<file path="config.mk">
export PLATFORM = sky130hd
export DESIGN_NAME = hsk_read_bus
export DESIGN_NICKNAME = d
export VERILOG_FILES = /design/src/rtl/hsk_pkg.sv /design/src/rtl/hsk_sync.sv /design/src/rtl/hsk_master.sv /design/src/rtl/hsk_slave.sv /design/src/rtl/hsk_read_bus.sv
export SDC_FILE = /design/constraint.sdc
export NUM_CORES = 1
export LEC_CHECK = 0
export BUFFER_PORTS_ARGS = -buffer_cell sky130_fd_sc_hd__buf_2
export CAP_MARGIN = 20
export CORE_ASPECT_RATIO = 1.1
export CORE_MARGIN = 4
export CORE_UTILIZATION = 40
export DETAILED_ROUTE_END_ITERATION = 10
export PLACE_DENSITY = 0.68
export SETUP_SLACK_MARGIN = 0.1
export SLEW_MARGIN = 20
export SYNTH_ARGS = -nofsm -noshare
export SYNTH_HDL_FRONTEND = slang
export SYNTH_SLANG_ARGS = --single-unit
</file>
<file path="constraint.sdc">
create_clock -name clk -period 2.3 [get_ports clk]
set_clock_uncertainty 0.15 [all_clocks]
set_input_delay 0.46 -clock clk [delete_from_list [all_inputs] [get_ports clk]]
set_output_delay 0.46 -clock clk [all_outputs]
set_load 0.01 [all_outputs]
</file>
<file path="src/rtl/hsk_pkg.sv">
package hsk_pkg;

    localparam int DEF_BUS_W       = 16;
    localparam int DEF_MEM_DEPTH   = 16;
    localparam int DEF_SYNC_STAGES = 2;

    typedef enum logic [2:0] {
        M_IDLE,
        M_ADDR,
        M_WAIT,
        M_TAKE,
        M_CLOSE
    } mst_state_e;

    typedef enum logic [2:0] {
        S_IDLE,
        S_HOLD,
        S_DROP,
        S_SEND,
        S_CLOSE
    } slv_state_e;

    typedef struct packed {
        logic req;
        logic ack;
        logic drv;
    } mst_ctl_t;

    typedef struct packed {
        logic ack;
        logic rdy;
        logic drv;
    } slv_ctl_t;

    function automatic logic [31:0] word_seed(input int unsigned idx);
        return (idx * 32'h0000_1357) ^ 32'h0000_C0DE;
    endfunction

endpackage

</file>
<file path="src/rtl/hsk_sync.sv">
module hsk_sync #(
    parameter int STAGES = 2,
    parameter int WIDTH  = 1
) (
    input  logic             clk,
    input  logic             rst,
    input  logic [WIDTH-1:0] async_i,
    output logic [WIDTH-1:0] sync_o
);
    logic [WIDTH-1:0] chain_q [STAGES];

    generate
        for (genvar s = 0; s < STAGES; s++) begin : g_stage
            always_ff @(posedge clk) begin
                if (rst) begin
                    chain_q[s] <= '0;
                end else if (s == 0) begin
                    chain_q[s] <= async_i;
                end else begin
                    chain_q[s] <= chain_q[(s == 0) ? 0 : s-1];
                end
            end
        end
    endgenerate

    assign sync_o = chain_q[STAGES-1];
endmodule

</file>
<file path="src/rtl/hsk_master.sv">
module hsk_master
    import hsk_pkg::*;
#(
    parameter int BUS_W       = DEF_BUS_W,
    parameter int ADDR_W      = 4,
    parameter int SYNC_STAGES = DEF_SYNC_STAGES
) (
    input  logic              clk,
    input  logic              rst,
    input  logic              start_i,
    input  logic [ADDR_W-1:0] addr_i,
    input  logic              ack_line_i,
    input  logic              rdy_line_i,
    input  logic [BUS_W-1:0]  bus_i,
    output logic              req_o,
    output logic              ack_o,
    output logic              drv_en_o,
    output logic [BUS_W-1:0]  drv_data_o,
    output logic              busy_o,
    output logic              done_o,
    output logic [BUS_W-1:0]  data_o
);
    logic [1:0] seen;
    logic       ack_s;
    logic       rdy_s;

    hsk_sync #(.STAGES(SYNC_STAGES), .WIDTH(2)) u_sync (
        .clk     (clk),
        .rst     (rst),
        .async_i ({rdy_line_i, ack_line_i}),
        .sync_o  (seen)
    );
    assign ack_s = seen[0];
    assign rdy_s = seen[1];

    mst_state_e        st_q,   st_d;
    mst_ctl_t          ctl_q,  ctl_d;
    logic [ADDR_W-1:0] addr_q, addr_d;
    logic [BUS_W-1:0]  cap_q,  cap_d;
    logic [BUS_W-1:0]  res_q,  res_d;
    logic              done_q, done_d;

    always_comb begin
        st_d   = st_q;
        ctl_d  = ctl_q;
        addr_d = addr_q;
        cap_d  = cap_q;
        res_d  = res_q;
        done_d = 1'b0;
        unique case (st_q)
            M_IDLE: begin
                if (start_i) begin
                    addr_d = addr_i;
                    ctl_d  = '{req: 1'b1, ack: 1'b0, drv: 1'b1};
                    st_d   = M_ADDR;
                end
            end
            M_ADDR: begin
                if (ack_s) begin
                    ctl_d = '{req: 1'b0, ack: 1'b0, drv: 1'b0};
                    st_d  = M_WAIT;
                end
            end
            M_WAIT: begin
                if (rdy_s) begin
                    cap_d = bus_i;
                    ctl_d = '{req: 1'b0, ack: 1'b1, drv: 1'b0};
                    st_d  = M_TAKE;
                end
            end
            M_TAKE: begin
                if (!rdy_s) begin
                    ctl_d = '{req: 1'b0, ack: 1'b0, drv: 1'b0};
                    st_d  = M_CLOSE;
                end
            end
            M_CLOSE: begin
                if (!ack_s) begin
                    res_d  = cap_q;
                    done_d = 1'b1;
                    st_d   = M_IDLE;
                end
            end
            default: begin
                ctl_d = '0;
                st_d  = M_IDLE;
            end
        endcase
    end

    always_ff @(posedge clk) begin
        if (rst) begin
            st_q   <= M_IDLE;
            ctl_q  <= '0;
            addr_q <= '0;
            cap_q  <= '0;
            res_q  <= '0;
            done_q <= 1'b0;
        end else begin
            st_q   <= st_d;
            ctl_q  <= ctl_d;
            addr_q <= addr_d;
            cap_q  <= cap_d;
            res_q  <= res_d;
            done_q <= done_d;
        end
    end

    assign req_o      = ctl_q.req;
    assign ack_o      = ctl_q.ack;
    assign drv_en_o   = ctl_q.drv;
    assign drv_data_o = BUS_W'(addr_q);
    assign busy_o     = (st_q != M_IDLE);
    assign done_o     = done_q;
    assign data_o     = res_q;

    AST_REQ_DROP_AFTER_ACK: assert property (@(posedge clk) disable iff (rst)
        $fell(req_o) |-> $past(ack_s)) else $error("request fell without acknowledge");
    AST_DONE_LINES_QUIET: assert property (@(posedge clk) disable iff (rst)
        done_o |-> (!ack_line_i && !rdy_line_i && !req_o)) else $error("done with active lines");
    AST_DONE_SINGLE: assert property (@(posedge clk) disable iff (rst)
        done_o |=> !done_o) else $error("done longer than one cycle");
    AST_ADDR_HELD_BUSY: assert property (@(posedge clk) disable iff (rst)
        busy_o |=> $stable(addr_q)) else $error("address changed while busy");
    AST_RESULT_HELD: assert property (@(posedge clk) disable iff (rst)
        !done_o |-> $stable(data_o)) else $error("result changed without done");
endmodule

</file>
<file path="src/rtl/hsk_slave.sv">
module hsk_slave
    import hsk_pkg::*;
#(
    parameter int BUS_W       = DEF_BUS_W,
    parameter int MEM_DEPTH   = DEF_MEM_DEPTH,
    parameter int ADDR_W      = 4,
    parameter int SYNC_STAGES = DEF_SYNC_STAGES
) (
    input  logic             clk,
    input  logic             rst,
    input  logic             req_line_i,
    input  logic             ack_line_i,
    input  logic [BUS_W-1:0] bus_i,
    output logic             ack_o,
    output logic             rdy_o,
    output logic             drv_en_o,
    output logic [BUS_W-1:0] drv_data_o
);
    logic [1:0] seen;
    logic       req_s;
    logic       ack_s;

    hsk_sync #(.STAGES(SYNC_STAGES), .WIDTH(2)) u_sync (
        .clk     (clk),
        .rst     (rst),
        .async_i ({ack_line_i, req_line_i}),
        .sync_o  (seen)
    );
    assign req_s = seen[0];
    assign ack_s = seen[1];

    logic [BUS_W-1:0] mem_q [MEM_DEPTH];

    always_ff @(posedge clk) begin
        if (rst) begin
            for (int i = 0; i < MEM_DEPTH; i++) begin
                mem_q[i] <= BUS_W'(word_seed(i));
            end
        end
    end

    slv_state_e        st_q,   st_d;
    slv_ctl_t          ctl_q,  ctl_d;
    logic [ADDR_W-1:0] addr_q, addr_d;
    logic [BUS_W-1:0]  out_q,  out_d;

    always_comb begin
        st_d   = st_q;
        ctl_d  = ctl_q;
        addr_d = addr_q;
        out_d  = out_q;
        unique case (st_q)
            S_IDLE: begin
                if (req_s) begin
                    addr_d = bus_i[ADDR_W-1:0];
                    ctl_d  = '{ack: 1'b1, rdy: 1'b0, drv: 1'b0};
                    st_d   = S_HOLD;
                end
            end
            S_HOLD: begin
                if (!req_s) begin
                    ctl_d = '{ack: 1'b0, rdy: 1'b0, drv: 1'b0};
                    st_d  = S_DROP;
                end
            end
            S_DROP: begin
                if (!ack_s) begin
                    out_d = mem_q[addr_q];
                    ctl_d = '{ack: 1'b0, rdy: 1'b1, drv: 1'b1};
                    st_d  = S_SEND;
                end
            end
            S_SEND: begin
                if (ack_s) begin
                    ctl_d = '{ack: 1'b0, rdy: 1'b0, drv: 1'b0};
                    st_d  = S_CLOSE;
                end
            end
            S_CLOSE: begin
                if (!ack_s) begin
                    st_d = S_IDLE;
                end
            end
            default: begin
                ctl_d = '0;
                st_d  = S_IDLE;
            end
        endcase
    end

    always_ff @(posedge clk) begin
        if (rst) begin
            st_q   <= S_IDLE;
            ctl_q  <= '0;
            addr_q <= '0;
            out_q  <= '0;
        end else begin
            st_q   <= st_d;
            ctl_q  <= ctl_d;
            addr_q <= addr_d;
            out_q  <= out_d;
        end
    end

    assign ack_o      = ctl_q.ack;
    assign rdy_o      = ctl_q.rdy;
    assign drv_en_o   = ctl_q.drv;
    assign drv_data_o = out_q;

    AST_ACK_NEEDS_REQ: assert property (@(posedge clk) disable iff (rst)
        $rose(ack_o) |-> req_s) else $error("acknowledge without request");
    AST_RDY_NEEDS_REQ_LOW: assert property (@(posedge clk) disable iff (rst)
        $rose(rdy_o) |-> (!req_s && !req_line_i)) else $error("data-ready while request high");
    AST_RDY_DROP_AFTER_ACK: assert property (@(posedge clk) disable iff (rst)
        $fell(rdy_o) |-> $past(ack_s)) else $error("data-ready fell without acknowledge");
endmodule

</file>
<file path="src/rtl/hsk_read_bus.sv">
module hsk_read_bus
    import hsk_pkg::*;
#(
    parameter int BUS_W       = DEF_BUS_W,
    parameter int MEM_DEPTH   = DEF_MEM_DEPTH,
    parameter int SYNC_STAGES = DEF_SYNC_STAGES,
    localparam int ADDR_W     = (MEM_DEPTH > 1) ? $clog2(MEM_DEPTH) : 1
) (
    input  logic              clk,
    input  logic              rst,
    input  logic              start_i,
    input  logic [ADDR_W-1:0] addr_i,
    output logic              busy_o,
    output logic              done_o,
    output logic [BUS_W-1:0]  data_o,
    output logic              req_line_o,
    output logic              ack_line_o,
    output logic              rdy_line_o,
    output logic [BUS_W-1:0]  bus_o,
    output logic              mst_drv_o,
    output logic              slv_drv_o
);
    logic             m_req, m_ack, m_en;
    logic [BUS_W-1:0] m_data;
    logic             s_ack, s_rdy, s_en;
    logic [BUS_W-1:0] s_data;
    logic             ack_line;
    logic [BUS_W-1:0] bus;

    assign ack_line = m_ack | s_ack;
    assign bus      = m_en ? m_data : (s_en ? s_data : '0);

    hsk_master #(
        .BUS_W       (BUS_W),
        .ADDR_W      (ADDR_W),
        .SYNC_STAGES (SYNC_STAGES)
    ) u_master (
        .clk        (clk),
        .rst        (rst),
        .start_i    (start_i),
        .addr_i     (addr_i),
        .ack_line_i (ack_line),
        .rdy_line_i (s_rdy),
        .bus_i      (bus),
        .req_o      (m_req),
        .ack_o      (m_ack),
        .drv_en_o   (m_en),
        .drv_data_o (m_data),
        .busy_o     (busy_o),
        .done_o     (done_o),
        .data_o     (data_o)
    );

    hsk_slave #(
        .BUS_W       (BUS_W),
        .MEM_DEPTH   (MEM_DEPTH),
        .ADDR_W      (ADDR_W),
        .SYNC_STAGES (SYNC_STAGES)
    ) u_slave (
        .clk        (clk),
        .rst        (rst),
        .req_line_i (m_req),
        .ack_line_i (ack_line),
        .bus_i      (bus),
        .ack_o      (s_ack),
        .rdy_o      (s_rdy),
        .drv_en_o   (s_en),
        .drv_data_o (s_data)
    );

    assign req_line_o = m_req;
    assign ack_line_o = ack_line;
    assign rdy_line_o = s_rdy;
    assign bus_o      = bus;
    assign mst_drv_o  = m_en;
    assign slv_drv_o  = s_en;

    AST_SINGLE_DRIVER: assert property (@(posedge clk) disable iff (rst)
        !(m_en && s_en)) else $error("both sides drive the lines");
    AST_GAP_BEFORE_SLAVE_DRIVE: assert property (@(posedge clk) disable iff (rst)
        $rose(s_en) |-> (!$past(m_en) && !$past(m_en, 2))) else $error("no idle gap before hand-over");
    AST_ADDR_ON_LINES: assert property (@(posedge clk) disable iff (rst)
        (m_req && !s_en) |-> (bus[BUS_W-1:ADDR_W] == '0)) else $error("address not zero-extended");

    generate
        if (SYNC_STAGES >= 2) begin : g_sync_chk
            AST_ACK_AFTER_SYNC: assert property (@(posedge clk) disable iff (rst)
                $rose(s_ack) |-> ($past(m_req) && $past(m_req, 2))) else $error("acknowledge too early");
        end
    endgenerate
endmodule

</file>
==> out/qor.yml <==
synthesis:
  syn-mean-instance-area_um2: 8.51
  synth_area_um2: 3290
  synthFlopType: "dfxtp_1"
  yosysWarningCount: 0
  ys_types: 45
  synth-edff-count: 0
  synth.most_common_cell: "nand2_1"
  synth_commonest_cells: "nand2_1 (74), dfxtp_1 (73), a21oi_1 (41), nor2_1 (32), a211oi_1 (19)"
  synth_cells: 387
  synth.net_count: 402
  synthArstFlopShare_pct: 0
  yosysTopAreaCellShare_pct: 44.4
  yosysSeqAreaShare_pct: 44.4
  synth_top_area_cell: "dfxtp_1"
  ys_seq_elements: 73
  synth.top_cells.by_area: "dfxtp_1 (44%), nand2_1 (8.4%), a21oi_1 (6.2%), a211oi_1 (4.3%), nor2_1 (3.6%)"
drt:
  wl_per_cell_um: 13.4
  dr.pass1.iters: 7
  via_count: 2640
  drtIter0Drc: 106
  wl_mm: 7.19
  drtAntennaViolNets: 0
  drc: 0
  vias_per_cell: 4.91
sta:
  holdWs_ps: 223
  slew_headroom_pct: 55.8
  period_minus_slack_ps: 2030
  slew_viol_final: 0
  setup_viol: 0
  tightestPinTransition_ps: 662
  clock.fmax_mhz: 494
  fin_setup_tns_ps: 0
  fin_crit_sh_pct: 88.1
  grt_setup_unrepaired: "false"
  final_hold_viol_count: 0
grt:
  met3_usage_pct: 3.21
  grtUsageMet2_pct: 25.4
  grt_use_total_pct: 15.3
  first_global_vias: 2465
  grt_first_pass_wirelength_mm: 11.8
  grt_use_met1_pct: 19.8
  grt_max_degree: 33
  antenna_found_initial: 0
  grt_overflow: 0
  grt_busiest_layer: "met2"
finish:
  area_growth_syn_to_layout_pct: 15.8
  nets: 440
  finalNonFillerCells: 538
  drive_gt1_share_pct: 21.2
  final_util_pct: 47.9
  regArea_um2: 1470
  antenna-diode-count: 0
  multi_input_area_um2: 1610
  n_fill_cell: 784
worst_setup_path:
  cp_data_required_time_ps: 2390
  worst-path-max-fanout: 8
  start_kind: "flop"
  r2r-start: "u_slave.addr_q[1]"
  worstPathArrival_ps: 2120
  critPathKind: "reg2reg"
  end_kind: "flop"
  startpoint: "u_slave.addr_q[1]"
power:
  leakage_nw: 1.51
  power_density_nw_per_um2: 687
  peakVddDrop_uv: 295
placement:
  dp_hpwl_mm: 5.03
  dp_cells: 521
  place_congestion: 0.912
  port_buffers: 45
worst_hold_path:
  min_path_type: "in2reg"
  hp-start: "addr_i[1]"
run:
  maxCapViolCount: 0
clocking:
  cts_buffers: 9
  clock_latency_ps: 330
  cts_root_buf: "clkbuf_8"
  cts-htree-levels: 3
  cts_tree: "yes"
  cts_buffer_depth: 2
  clock-sinks: 73
  cts.clk_slew.worst_paths_ps: 70
floorplanning:
  io-pin-count: 46
  dieArea_um2: 9750
  core_um2: 7960
  die_width_um: 94.5
  start_util_pct: 41.4
  row_count: 34
  die_y_um: 103
status:
  outcome: "finished clean"
[logic make-up (layout without fill, tap and decap cells)]
logic type | count (synthesis) | in the layout | share of synthesized area, %
fa+ha+maj | 8 | 8 | 3.04
mux | 13 | 13 | 5.51
flops | 73 | 73 | 44.4
xor+xnor | 1 | 1 | 0.266
buf+inv | 46 | 88 | 7.03
compound gates | 81 | 81 | 15.3
simple gates | 165 | 166 | 24.5
[power breakdown]
group	switching, mW	internal [mW]
Sequential	0.0378	1.29
Clock	0.475	0.610
Combinational	0.113	0.0891
Total	0.626	1.99
[final cells by class]
class,count,share of cell area [%]
clock inverters,7,2.46
well taps,108,3.54
flip-flops and latches,73,38.5
clock buffers,9,3.25
inverters,16,1.58
multi-input cells,269,42.3
repair buffers,56,8.40
[worst max-delay path: stages, from the launching register on]
cell and delay [ps]:
dfxtp_1 470, inv_1 170, ha_1 370, inv_1 90, mux4_2 450, a211oi_1 240
[cell usage in the layout, fill, tap and decap left out, types with 10 or more instances in the layout]
master and count:
nor2b_1 10, nor2_1 32, and2_1 13, dfxtp_1 71, a211oi_1 19, nand2b_1 10
buf_2 45, a21oi_1 41, inv_1 15, nand2_1 74, buf_4 10
[flip-flops by register name, indices dropped and copies added, names as in the netlist, 2 cells and up]
signal	flops
u_master.u_sync.chain_q	4
u_slave.addr_q	4
u_master.st_q	3
u_slave.u_sync.chain_q	2
u_slave.drv_data_o	16
u_master.cap_q	16
u_master.data_o	16
u_master.addr_q	4
u_slave.st_q	3
[metal layers]
metal | routed length, um | part of all wire (%)
met1 | 3320 | 46
met2 | 3500 | 49
met3 | 285 | 4.0
met4 | 76 | 1.1
met5 | 0 | 0
[timing repair]
| action | in CTS | in global routing |
|---|---|---|
| endpoints found under the setup margin | 1 | 1 |
| gates cloned | 0 | 1 |
| resized for setup | 2 | 2 |
| buffers inserted | 0 | 0 |
| hold buffers | 0 | 0 |
[metrics by stage]
stage          cell area, um2  power (mW)  worst slack [ps]
2_1_floorplan            3290        1.51               454
3_3_place_gp             3580        1.55               391
3_5_place_dp             3580        1.56               316
4_1_cts                  3800        2.64               220
5_1_grt                  3810        2.72               153
6_report                 3810        2.62               274
[worst paths after layout]
kind	slack, ps	cells after the start	endpoint
max reg2reg	270	5	u_slave.drv_data_o[13]
min reg2reg	290	1	u_master.u_sync.chain_q[1][0]
max	270	5	u_slave.drv_data_o[13]
min	220	3	u_master.addr_q[1]
No activity file was read; power rests on OpenSTA's default activity.
